$ cat config.mk
export PLATFORM = sky130hd
export DESIGN_NAME = irqdet_bank
export DESIGN_NICKNAME = d
export VERILOG_FILES = /design/src/rtl/irqdet_pkg.sv /design/src/rtl/irqdet_detect.sv /design/src/rtl/irqdet_regs.sv /design/src/rtl/irqdet_bank.sv
export SDC_FILE = /design/constraint.sdc
export NUM_CORES = 1
export LEC_CHECK = 0
export ABC_AREA = 0
export BUFFER_PORTS_ARGS = -buffer_cell sky130_fd_sc_hd__buf_2
export CAP_MARGIN = 25
export CORE_ASPECT_RATIO = 0.75
export CORE_MARGIN = 4
export CORE_UTILIZATION = 40
export DETAILED_ROUTE_END_ITERATION = 7
export GPL_TIMING_DRIVEN = 0
export PLACE_DENSITY_LB_ADDON = 0.3
export SYNTH_ARGS = -nofsm -noshare
export SYNTH_HDL_FRONTEND = slang
export SYNTH_HIERARCHICAL = 1
export SYNTH_SLANG_ARGS = --single-unit
$ cat constraint.sdc
create_clock -name clk -period 1.9 [get_ports clk]
set_input_delay 0.19 -clock clk [delete_from_list [all_inputs] [get_ports clk]]
set_output_delay 0.19 -clock clk [all_outputs]
set_load 0.02 [all_outputs]
$ cat src/rtl/irqdet_pkg.sv
package irqdet_pkg;

    typedef enum logic [2:0] {
        WORD_EN   = 3'd0,
        WORD_T0   = 3'd1,
        WORD_T1   = 3'd2,
        WORD_T2   = 3'd3,
        WORD_STAT = 3'd4
    } word_e;

    typedef enum logic [2:0] {
        TRIG_FALL,
        TRIG_RISE,
        TRIG_BOTH,
        TRIG_LOW,
        TRIG_HIGH
    } trig_e;

    typedef struct packed {
        logic t2;
        logic t1;
        logic t0;
    } trig_cfg_t;

    // Level selection (t1) dominates; t2 picks both edges in edge mode.
    function automatic trig_e decode_trig(trig_cfg_t c);
        if (c.t1)
            return c.t0 ? TRIG_HIGH : TRIG_LOW;
        else if (c.t2)
            return TRIG_BOTH;
        else
            return c.t0 ? TRIG_RISE : TRIG_FALL;
    endfunction

    function automatic logic trig_hit(trig_e m, logic cur, logic prv);
        case (m)
            TRIG_FALL: return prv & ~cur;
            TRIG_RISE: return ~prv & cur;
            TRIG_BOTH: return prv ^ cur;
            TRIG_LOW:  return ~cur;
            TRIG_HIGH: return cur;
            default:   return 1'b0;
        endcase
    endfunction

endpackage

$ cat src/rtl/irqdet_detect.sv
module irqdet_detect
    import irqdet_pkg::*;
#(
    parameter int LINES = 32
) (
    input  logic             clk,
    input  logic             rst,
    input  logic [LINES-1:0] line_in,
    input  logic [LINES-1:0] t0,
    input  logic [LINES-1:0] t1,
    input  logic [LINES-1:0] t2,
    output logic [LINES-1:0] hit
);

    logic [LINES-1:0] prev_q;

    // Follows the line in every cycle, reset included, so no false edge appears.
    always_ff @(posedge clk) begin
        prev_q <= line_in;
    end

    for (genvar i = 0; i < LINES; i++) begin : g_line
        trig_cfg_t cfg;
        always_comb begin
            cfg = '{t2: t2[i], t1: t1[i], t0: t0[i]};
            hit[i] = trig_hit(decode_trig(cfg), line_in[i], prev_q[i]);
        end
    end

    // an edge-mode hit needs a change of the line
    p_edge_change_r3: assert property (@(posedge clk) disable iff (rst)
        (hit & ~t1 & ~(line_in ^ prev_q)) == '0);

endmodule

$ cat src/rtl/irqdet_regs.sv
module irqdet_regs
    import irqdet_pkg::*;
#(
    parameter int LINES = 32,
    parameter int AW    = 3
) (
    input  logic             clk,
    input  logic             rst,
    input  logic             wr_en,
    input  logic [AW-1:0]    wr_addr,
    input  logic [LINES-1:0] wr_data,
    input  logic [AW-1:0]    rd_addr,
    output logic [LINES-1:0] rd_data,
    input  logic [LINES-1:0] hit,
    output logic [LINES-1:0] en_q,
    output logic [LINES-1:0] t0_q,
    output logic [LINES-1:0] t1_q,
    output logic [LINES-1:0] t2_q,
    output logic [LINES-1:0] stat_q
);

    localparam logic [LINES-1:0] ALL_ONES = '1;

    logic             stat_wr;
    logic [LINES-1:0] clr_mask;
    logic [LINES-1:0] stat_d;
    logic             seen_q;

    assign stat_wr  = wr_en && (wr_addr == AW'(WORD_STAT));
    assign clr_mask = stat_wr ? wr_data : '0;
    // Clear wins over a same-edge trigger.
    assign stat_d   = (stat_q | (hit & en_q)) & ~clr_mask;

    always_ff @(posedge clk) begin
        if (rst) begin
            en_q   <= '0;
            t0_q   <= ALL_ONES;
            t1_q   <= ALL_ONES;
            t2_q   <= '0;
            stat_q <= '0;
            seen_q <= 1'b0;
        end else begin
            seen_q <= 1'b1;
            stat_q <= stat_d;
            if (wr_en) begin
                case (wr_addr)
                    AW'(WORD_EN): en_q <= wr_data;
                    AW'(WORD_T0): t0_q <= wr_data;
                    AW'(WORD_T1): t1_q <= wr_data;
                    AW'(WORD_T2): t2_q <= wr_data;
                    default: ;
                endcase
            end
        end
    end

    always_comb begin
        case (rd_addr)
            AW'(WORD_EN):   rd_data = en_q;
            AW'(WORD_T0):   rd_data = t0_q;
            AW'(WORD_T1):   rd_data = t1_q;
            AW'(WORD_T2):   rd_data = t2_q;
            AW'(WORD_STAT): rd_data = stat_q;
            default:        rd_data = '0;
        endcase
    end

    // a newly set status bit had its enable set
    p_set_needs_en_r5: assert property (@(posedge clk) disable iff (rst)
        seen_q |=> ((stat_q & ~$past(stat_q) & ~$past(en_q)) == '0));

    // written ones are cleared at the next edge
    p_w1c_r6: assert property (@(posedge clk) disable iff (rst)
        stat_wr |=> ((stat_q & $past(wr_data)) == '0));

    // without a clear write, no status bit falls
    p_sticky_r6: assert property (@(posedge clk) disable iff (rst)
        !stat_wr |=> (($past(stat_q) & ~stat_q) == '0));

endmodule

$ cat src/rtl/irqdet_bank.sv
module irqdet_bank
    import irqdet_pkg::*;
#(
    parameter int LINES = 32
) (
    input  logic             clk,
    input  logic             rst,
    input  logic             wr_en,
    input  logic [2:0]       wr_addr,
    input  logic [LINES-1:0] wr_data,
    input  logic [2:0]       rd_addr,
    output logic [LINES-1:0] rd_data,
    input  logic [LINES-1:0] line_in,
    output logic             irq
);

    logic [LINES-1:0] hit;
    logic [LINES-1:0] en_q;
    logic [LINES-1:0] t0_q;
    logic [LINES-1:0] t1_q;
    logic [LINES-1:0] t2_q;
    logic [LINES-1:0] stat_q;

    irqdet_detect #(.LINES(LINES)) u_detect (
        .clk     (clk),
        .rst     (rst),
        .line_in (line_in),
        .t0      (t0_q),
        .t1      (t1_q),
        .t2      (t2_q),
        .hit     (hit)
    );

    irqdet_regs #(.LINES(LINES), .AW(3)) u_regs (
        .clk     (clk),
        .rst     (rst),
        .wr_en   (wr_en),
        .wr_addr (wr_addr),
        .wr_data (wr_data),
        .rd_addr (rd_addr),
        .rd_data (rd_data),
        .hit     (hit),
        .en_q    (en_q),
        .t0_q    (t0_q),
        .t1_q    (t1_q),
        .t2_q    (t2_q),
        .stat_q  (stat_q)
    );

    assign irq = |(stat_q & en_q);

    // the request needs at least one enabled line
    p_irq_en_r7: assert property (@(posedge clk) disable iff (rst)
        irq |-> (en_q != '0));

    // the request needs at least one set flag
    p_irq_stat_r7: assert property (@(posedge clk) disable iff (rst)
        irq |-> (stat_q != '0));

endmodule

==> out/metrics.yaml, run 1 <==
run_status:
  status: "complete, but fails checks"
  violations: "setup timing"
worst_setup_path:
  required_ns: 1.71
  worstSetupPathType: "reg -> out"
  end_kind: "output port"
  crit_fanout: 4
  reg2reg_depth: 7
  worstPathArrival_ns: 1.83
  startpoint: "u_regs/en_q[20]"
  start_kind: "flip-flop"
  reg2reg_setup_slack_ns: 0.45
  worstReg2RegStart: "u_detect/prev_q[15]"
  critPathCapture: "irq"
  r2r-end: "u_regs/stat_q[15]"
clocking:
  numClockSinks: 192
  cts.clk_slew.worst_paths_ns: 0.07
  h-tree-depth: 4
  cts_tree: "built"
  clockBufferDepth: 2
  cts_buffers: 17
  clockRootBuffer: "clkbuf_16"
  clock_latency_ns: 0.44
sta:
  rsz0062_at_grt: "yes"
  min_period_ns: 2.02
  holdWs_ns: 0.00922
  finalHoldViolCount: 0
  fin_ws_ns: -0.116
  fin_crit_sh: 1.06
  relSlewSlack: 0.395
  finClkSkew_ns: 0.0116
  maxSlewViolCount: 0
  tightest_slew_ns: 0.908
  max_freq_ghz: 0.496
  fin_setup_tns_ns: -0.116
  setup_viol: 1
global_route:
  grt_use_met3: 0.0624
  grt_pass1_vias: 8695
  antenna_found_initial: 0
  grt_pass1_wl_mm: 50.0
  grt_max_degree: 19
  use_met1: 0.341
  overflow: 0
  track_usage: 0.236
  gr-max-usage-layer: "met2"
  grtUsageMet2: 0.351
synthesis:
  yosysWarnings: 6
  synth_fp_nets: 1304
  postSynthCellCount: 1167
  synth_edf_count: 0
  synth-seq-cells: 192
  synth_area_um2: 9860
  synthArstFlopShare: 0
  synth.distinct_cells: 33
  seq_area_frac_synth: 0.390
  synth_area_per_cell_um2: 8.45
  ys.flop_type: "dfxtp_1"
power:
  combPwrFrac: 0.142
  vdd_ir_drop_max_mv: 0.623
  p_clk_frac: 0.386
  netSwitchingFraction: 0.292
  switchingPower_mw: 2.63
  seq_power_share: 0.472
  p_total_mw: 9.02
  cellInternalPower_mw: 6.38
  powerDensity_nw_per_um2: 756
  p_leak_nw: 4.89
routing:
  ant_nets: 0
  first_pass_iters: 6
  viasPerCell: 5.58
  wire_per_inst_um: 19.4
  vias: 9359
  drcViolationCount: 0
  wl_mm: 32.6
  drt_iter0_markers: 918
die:
  row_count: 49
  die_h_um: 144
  core_um2: 24100
  die_w_um: 189
  start_util: 0.409
  die_area_um2: 27300
  pin_count: 106
placement:
  hpwl_mm: 23.4
  gp_congestion: 0.936
  port_buffers: 102
finish:
  final_nets: 1471
  final_cell_mix: "nand2_1 (193), dfxtp_1 (174), a21oi_1 (161), buf_2 (118), a22oi_1 (66)"
  antenna_cells: 0
  mostFrequentLayoutCell: "nand2_1"
  area_growth_pct: 20.9
  drive_gt1_frac: 0.174
min_path:
  hp-class: "in -> reg"
  hp-start: "wr_data[22]"
flow_run:
  max-cap-violations: 0
[worst max-delay path, stage by stage, from the launching register on]
cell and delay (ns):
dfxtp_2 0.35, a22oi_2 0.21, nand4_1 0.12, or4_4 0.56
buf_6 0.15
[layer usage]
layer / part of all wire / vias up
met5: 0 / -
li1: - / 4452
met2: 0.42 / 399
met3: 0.091 / 45
met4: 0.019 / 0
met1: 0.47 / 4463
[power by group through the flow]
| stage | logic (mW) | clock network, mW | registers [mW] |
|---|---|---|---|
| detailed placement | 1.17 | 0 | 4.34 |
| global route | 1.40 | 3.70 | 4.27 |
| global placement | 1.15 | 0 | 4.34 |
| floorplan | 0.717 | 0 | 4.30 |
| finish | 1.28 | 3.48 | 4.25 |
| CTS | 1.26 | 3.52 | 4.25 |
[kinds of logic (layout without fill, tap and decap cells)]
kind of cell    Yosys count  count (layout)  share of synthesized area
simple gates            307             307                      0.136
flops                   192             192                      0.390
mux                      64              64                     0.0730
compound gates          367             367                      0.231
buf+inv                 141             321                     0.0599
fa+ha+maj                64              64                     0.0812
xor+xnor                 32              32                     0.0284
[flip-flops by register name, summed over array words and instances, names as in the netlist]
name	count
u_detect/prev_q	32
u_regs/en_q	32
u_regs/stat_q	32
u_regs/t0_q	32
u_regs/t1_q	32
u_regs/t2_q	32
[stage by stage]
stage	area [µm²]	utilization	cells	setup WS (ns)
2_1_floorplan	9860	-	1167	0.395
3_3_place_gp	10800	0.448	1600	-0.209
3_5_place_dp	10800	0.448	1600	-0.223
4_1_cts	11900	0.492	1678	-0.145
5_1_grt	11900	0.495	1678	-0.161
6_report	11900	0.495	1678	-0.116
[worst min-delay path by stage]
stage / to / slack, ns / cells past startpoint
CTS: u_regs/stat_q[22] / 0.00005 / 2
global placement: u_detect/prev_q[12] / 0.35 / 1
global route: u_regs/stat_q[23] / 0.009 / 2
floorplan: u_detect/prev_q[0] / 0.22 / 0
finish: u_regs/stat_q[22] / 0.009 / 2
detailed placement: u_detect/prev_q[7] / 0.35 / 1
[timing repair]
action / 4_1_cts / 5_1_grt
gates resized for setup: 29 / 28
buffers inserted: 1 / 0
pin swaps: 5 / 4
hold buffers: 45 / 0
hold endpoints to repair: 45 / 0
setup endpoints to repair: 26 / 29
[final cells by class]
class / count / area [µm²]
clock inverter: 14 / 121
sequential: 192 / 3870
fill: 2335 / 12200
clock buffer: 18 / 429
inverter: 64 / 240
timing repair buffer: 148 / 975
tap: 331 / 414
buffer: 77 / 379
multi-input combinational: 834 / 5490
[synth_stat cells (2+ instances only)]
cell | number | area (µm²)
a22oi_1 | 77 | 578
nor3_1 | 34 | 170
buf_2 | 19 | 95.1
a21oi_1 | 161 | 806
o22ai_1 | 31 | 194
a211o_1 | 32 | 280
a211oi_1 | 32 | 240
mux2_2 | 31 | 349
nand3b_1 | 2 | 15.0
inv_1 | 64 | 240
dfxtp_1 | 192 | 3840
xnor2_1 | 32 | 280
buf_1 | 4 | 15.0
nor2_1 | 33 | 124
o21ai_1 | 32 | 160
ha_1 | 64 | 801
clkbuf_1 | 47 | 176
nand2_1 | 193 | 724
mux2_1 | 32 | 360
nand4_1 | 4 | 25.0
buf_6 | 3 | 33.8
nor2b_1 | 34 | 213
buf_4 | 4 | 30.0
Power figures use the tool's default switching activity.
==> inputs of run 2 (changes only) <==
- CELL_PAD_IN_SITES_DETAIL_PLACEMENT: default -> 1
- CELL_PAD_IN_SITES_GLOBAL_PLACEMENT: default -> 2
- CORE_UTILIZATION: 40 -> 39
==> run 2 against run 1 <==
Net effect: the flow still finishes with violations (setup timing); first-iteration DRC count down 32%; routed wire length up 12%; design area decreased by 0.23%; via count is 0.50% higher; worst setup slack worse by 0.014 ns; power increased by 2.0%.
==> out/metrics.yaml, run 2 (synthesis results as in run 1) <==
power:
  cellInternalPower_mw: 6.55  # was 6.38 mW
  netSwitchingFraction: 0.288  # was 0.292
  p_leak_nw: 4.87  # was 4.89 nW
  powerDensity_nw_per_um2: 774  # was 756 nW/µm²
  p_clk_frac: 0.395  # was 0.386
  vdd_ir_drop_max_mv: 0.611  # was 0.623 mV
  p_total_mw: 9.20  # was 9.02 mW
  switchingPower_mw: 2.65  # was 2.63 mW
  combPwrFrac: 0.143  # was 0.142
  seq_power_share: 0.462  # was 0.472
sta:
  relSlewSlack: 0.436  # was 0.395
  max_freq_ghz: 0.493  # was 0.496 GHz
  fin_crit_sh: 1.07  # was 1.06
  min_period_ns: 2.03  # was 2.02 ns
  fin_ws_ns: -0.130  # was -0.116 ns
  finalHoldViolCount: 0  # unchanged
  finClkSkew_ns: 0.0133  # was 0.0116 ns
  setup_viol: 1  # unchanged
  tightest_slew_ns: 0.840  # was 0.908 ns
  maxSlewViolCount: 0  # unchanged
  rsz0062_at_grt: "yes"  # unchanged
global_route:
  antenna_found_initial: 0  # unchanged
  grt_max_degree: 18  # was 19
  grt_pass1_wl_mm: 55.8  # was 50.0 mm
  track_usage: 0.259  # was 0.236
  grt_pass1_vias: 9449  # was 8695
  overflow: 0  # unchanged
die:
  die_w_um: 192  # was 189 µm
  die_area_um2: 27900  # was 27300 µm²
  pin_count: 106  # unchanged
  row_count: 50  # was 49
  die_h_um: 146  # was 144 µm
  start_util: 0.396  # was 0.409
  core_um2: 24900  # was 24100 µm²
finish:
  antenna_cells: 0  # unchanged
  fin_util: 0.478  # was 0.495
  final_nets: 1466  # was 1471
  drive_gt1_frac: 0.168  # was 0.174
  final_cell_mix: "nand2_1 (193), dfxtp_1 (182), a21oi_1 (161), buf_2 (118), a22oi_1 (68)"  # was nand2_1 (193), dfxtp_1 (174), a21oi_1 (161), buf_2 (118), a22oi_1 (66)
  area_growth_pct: 20.6  # was 20.9%
  mostFrequentLayoutCell: "nand2_1"  # unchanged
clocking:
  clock_latency_ns: 0.44  # about the same
  clockRootBuffer: "clkbuf_16"  # unchanged
  numClockSinks: 192  # unchanged
  cts_buffers: 17  # unchanged
  cts_tree: "built"  # unchanged
  clockBufferDepth: 2  # unchanged
  h-tree-depth: 4  # unchanged
  cts.clk_slew.worst_paths_ns: 0.08  # was 0.07 ns
worst_setup_path:
  reg2reg_setup_slack_ns: 0.41  # was 0.45 ns
  required_ns: 1.71  # about the same
  end_kind: "output port"  # unchanged
  worstPathArrival_ns: 1.84  # was 1.83 ns
  start_kind: "flip-flop"  # unchanged
  crit_fanout: 3  # was 4
  worstSetupPathType: "reg -> out"  # unchanged
routing:
  drt_iter0_markers: 628  # was 918
  first_pass_iters: 5  # was 6
  wire_per_inst_um: 21.8  # was 19.4 µm
  wl_mm: 36.6  # was 32.6 mm
  ant_nets: 0  # unchanged
  vias: 9406  # was 9359
  viasPerCell: 5.60  # was 5.58
  drcViolationCount: 0  # unchanged
run_status:
  violations: "setup timing"  # unchanged
  status: "complete, but fails checks"  # unchanged
placement:
  hpwl_mm: 26.5  # was 23.4 mm
  gp_congestion: 0.873  # was 0.936
  port_buffers: 102  # unchanged
min_path:
  hp-class: "in -> reg"  # unchanged
flow_run:
  max-cap-violations: 0  # unchanged
-- run 2: cell types whose count changed in the layout (fill, tap and decap cells not counted), moves of 3 or more --
cell,previous run,this run
dfxtp_2,17,7
dfxtp_1,174,182
dlygate4sd3_1,45,40
inv_8,3,0
-- run 2: layout make-up --
| type | instances | area [µm²] |
|---|---|---|
| Buffer | 77 | 375 |
| Clock buffer | 19 | 453 |
| Clock inverter | 13 | 124 |
| Fill cell | 3019 | 13000 |
| Inverter | 64 | 240 |
| Multi-Input combinational cell | 834 | 5490 |
| Sequential cell | 192 | 3860 |
| Tap cell | 338 | 423 |
| Timing Repair Buffer | 143 | 925 |
-- run 2: per-layer routing --
layer | GRT usage | share of wire
met3 | 0.0405 | 0.068
met2 | 0.390 | 0.43
met5 | 0 | 0
met1 | 0.386 | 0.48
met4 | 0.0696 | 0.020
-- run 2: critical path: stages (launching register included) --
cell and delay, ns:
dfxtp_2 0.37, a22oi_2 0.21, nand4_1 0.19, or4_4 0.48
buf_6 0.15
-- run 2: power groups by stage --
stage                     Sequential [mW]  Clock, mW  Combinational, mW
after floorplan                      4.30          0              0.717
after global placement               4.34          0               1.18
after detailed placement             4.35          0               1.21
after CTS                            4.25       3.70               1.30
after global routing                 4.27       3.87               1.43
final                                4.25       3.63               1.31
-- run 2: stage by stage --
stage / hold slack, ns / instance area [µm²] / setup TNS (ns) / setup WS (ns) / std cells
6_report: 0.0168 / 11900 / -0.130 / -0.130 / 1680
5_1_grt: 0.00337 / 11900 / -0.168 / -0.168 / 1680
4_1_cts: 0.00206 / 11900 / -0.148 / -0.148 / 1680
3_5_place_dp: 0.352 / 10800 / -5.29 / -0.362 / 1607
3_3_place_gp: 0.350 / 10800 / -4.34 / -0.299 / 1607
2_1_floorplan: 0.218 / 9860 / 0 / 0.395 / 1167
-- run 2: path summary, 6_finish.rpt --
| path | end | cells after the start | from |
|---|---|---|---|
| worst max-delay path | irq | 4 | u_regs/stat_q[4] |
| worst min-delay path | u_regs/stat_q[18] | 2 | wr_data[18] |
| worst max register to register | u_regs/stat_q[15] | 7 | u_detect/prev_q[15] |
| worst min register to register | u_regs/t2_q[23] | 2 | u_regs/t2_q[23] |
-- run 2: timing repair --
item / in CTS / in global routing
gates cloned: 0 / 0
endpoints found under the setup margin: 26 / 19
pin swaps: 6 / 4
hold buffers: 40 / 0
buffers inserted: 1 / 0
gates resized for setup: 34 / 11
endpoints found under the hold margin: 40 / 0
==> inputs of run 3 (changes only) <==
- PLACE_DENSITY: default -> 0.88
- PLACE_DENSITY_LB_ADDON: 0.3 -> default
==> run 3 against run 2 <==
Net effect: the flow still finishes with violations (setup timing); design area up 0.35%; first-iteration DRC count up 32%; highest routed layer unchanged; worst hold slack worse by 0.0028 ns; die area unchanged.
==> out/metrics.yaml, run 3 (synthesis results as in run 1) <==
run_status:
  status: "complete, but fails checks"  # unchanged
  violations: "setup timing"  # unchanged
sta:
  fin_crit_sh: 1.09  # was 1.07
  relSlewSlack: 0.461  # was 0.436
  tightest_slew_ns: 0.809  # was 0.840 ns
  maxSlewViolCount: 0  # unchanged
  rsz0062_at_grt: "yes"  # unchanged
  min_period_ns: 2.07  # was 2.03 ns
  finalHoldViolCount: 0  # unchanged
  fin_ws_ns: -0.166  # was -0.130 ns
  finClkSkew_ns: 0.00881  # was 0.0133 ns
  setup_viol: 1  # unchanged
  max_freq_ghz: 0.484  # was 0.493 GHz
clocking:
  clockBufferDepth: 2  # unchanged
  cts_buffers: 17  # unchanged
  h-tree-depth: 4  # unchanged
  numClockSinks: 192  # unchanged
  cts.clk_slew.worst_paths_ns: 0.08  # about the same
  cts_tree: "built"  # unchanged
  clockRootBuffer: "clkbuf_16"  # unchanged
  clock_latency_ns: 0.45  # was 0.44 ns
die:
  die_area_um2: 27900  # unchanged
  start_util: 0.396  # unchanged
  die_h_um: 146  # unchanged
  pin_count: 106  # unchanged
  die_w_um: 192  # unchanged
  row_count: 50  # unchanged
  core_um2: 24900  # unchanged
worst_setup_path:
  worstReg2RegStart: "u_detect/prev_q[0]"  # was u_detect/prev_q[15]
  r2r-end: "u_regs/stat_q[0]"  # was u_regs/stat_q[15]
  start_kind: "flip-flop"  # unchanged
  end_kind: "output port"  # unchanged
  crit_fanout: 3  # unchanged
  reg2reg_setup_slack_ns: 0.36  # was 0.41 ns
  worstSetupPathType: "reg -> out"  # unchanged
  worstPathArrival_ns: 1.88  # was 1.84 ns
  reg2reg_depth: 7  # unchanged
  required_ns: 1.71  # about the same
global_route:
  grt_max_degree: 18  # unchanged
  grt_pass1_vias: 9798  # was 9449
  overflow: 0  # unchanged
  track_usage: 0.262  # was 0.259
  grt_pass1_wl_mm: 56.6  # was 55.8 mm
  antenna_found_initial: 0  # unchanged
min_path:
  hp-start: "wr_data[23]"  # was wr_data[18]
  worstHoldPathCells: 2  # unchanged
  hp-class: "in -> reg"  # unchanged
  holdPathEnd: "u_regs/stat_q[23]"  # was u_regs/stat_q[18]
finish:
  finalNonFillerCells: 1685  # was 1680
  area_growth_pct: 21.0  # was 20.6%
  multi_input_area_um2: 5480  # was 5490 µm²
  final_cell_area_um2: 11900  # about the same
  drive_gt1_frac: 0.162  # was 0.168
  final_nets: 1472  # was 1466
  antenna_cells: 0  # unchanged
  regArea_um2: 3850  # was 3860 µm²
  fin_util: 0.479  # was 0.478
  fillers: 3043  # was 3019
  final_cell_mix: "nand2_1 (193), dfxtp_1 (190), a21oi_1 (161), buf_2 (118), a22oi_1 (70)"  # was nand2_1 (193), dfxtp_1 (182), a21oi_1 (161), buf_2 (118), a22oi_1 (68)
  mostFrequentLayoutCell: "nand2_1"  # unchanged
placement:
  dpl.cell_count: 1607  # unchanged
  place_area_um2: 10800  # unchanged
  port_buffers: 102  # unchanged
  gp_congestion: 0.913  # was 0.873
  hpwl_mm: 26.2  # was 26.5 mm
routing:
  first_pass_iters: 5  # unchanged
  drcViolationCount: 0  # unchanged
  ant_nets: 0  # unchanged
  vias: 9542  # was 9406
  wl_mm: 36.7  # was 36.6 mm
  drt_iter0_markers: 832  # was 628
  wire_per_inst_um: 21.8  # about the same
  viasPerCell: 5.66  # was 5.60
power:
  p_leak_nw: 4.89  # was 4.87 nW
  p_total_mw: 9.18  # was 9.20 mW
  vdd_ir_drop_max_mv: 0.665  # was 0.611 mV
  powerDensity_nw_per_um2: 769  # was 774 nW/µm²
flow_run:
  max-cap-violations: 0  # unchanged
[run 3: cell types whose count changed in the layout (fill, tap and decap cells not counted), sizes merged]
| cell | before | now |
|---|---|---|
| clkinvlp | 3 | 4 |
| clkinv | 3 | 1 |
| dlygate4sd3 | 40 | 46 |
| buf | 135 | 137 |
| clkbuf | 64 | 62 |
[run 3: per-stage QoR]
stage	hold WS [ns]	worst slack [ns]	TNS (ns)
5_1_grt	0.0164	-0.204	-0.204
4_1_cts	0.000334	-0.156	-0.156
3_3_place_gp	0.349	-0.311	-5.58
3_5_place_dp	0.352	-0.347	-5.58
2_1_floorplan	0.218	0.395	0
6_report	0.0140	-0.166	-0.166
[run 3: how the worst max path moves through the flow]
| stage | startpoint | to | slack [ns] | depth (start not counted) |
|---|---|---|---|---|
| finish | u_regs/stat_q[15] | irq | -0.17 | 4 |
| global route | u_regs/en_q[4] | irq | -0.20 | 4 |
| CTS | u_regs/en_q[4] | irq | -0.16 | 4 |
| detailed placement | rd_addr[1] | rd_data[26] | -0.35 | 6 |
| global placement | rd_addr[1] | rd_data[26] | -0.31 | 6 |
| floorplan | rd_addr[2] | rd_data[0] | 0.40 | 5 |
[run 3: final cells by class]
type	count	area share
multi-input cells	834	0.459
flip-flops and latches	192	0.323
repair buffers	149	0.0825
clock buffers	19	0.0371
well taps	338	0.0354
plain buffers	77	0.0326
inverters	64	0.0201
clock inverters	12	0.0104
[run 3: metal layers]
| metal | up-vias | routed length [µm] | GRT usage |
|---|---|---|---|
| met5 | - | 0 | 0 |
| met4 | 0 | 1010 | 0.0869 |
| met3 | 64 | 2810 | 0.0528 |
| met2 | 375 | 16000 | 0.401 |
| met1 | 4656 | 16800 | 0.371 |
| li1 | 4447 | - | - |
[run 3: repair_timing]
item,in CTS,in global routing
buffers inserted,1,0
pin swaps,2,0
hold buffers,46,0
endpoints found under the setup margin,31,31
gates resized for setup,27,21
hold endpoints to repair,46,0
[run 3: power by group]
| part | total, mW | internal, mW | leakage, nW | switching, mW |
|---|---|---|---|---|
| Combinational | 1.32 | 0.525 | 3.06 | 0.796 |
| Clock | 3.60 | 1.87 | 0.265 | 1.74 |
| Sequential | 4.25 | 4.14 | 1.57 | 0.119 |
| Total | 9.18 | 6.53 | 4.89 | 2.65 |
[run 3: critical path, stage by stage (launching register included)]
cell	delay, ns
dfxtp_1	0.34
a22oi_2	0.24
nand4_1	0.22
or4_4	0.48
buf_6	0.15
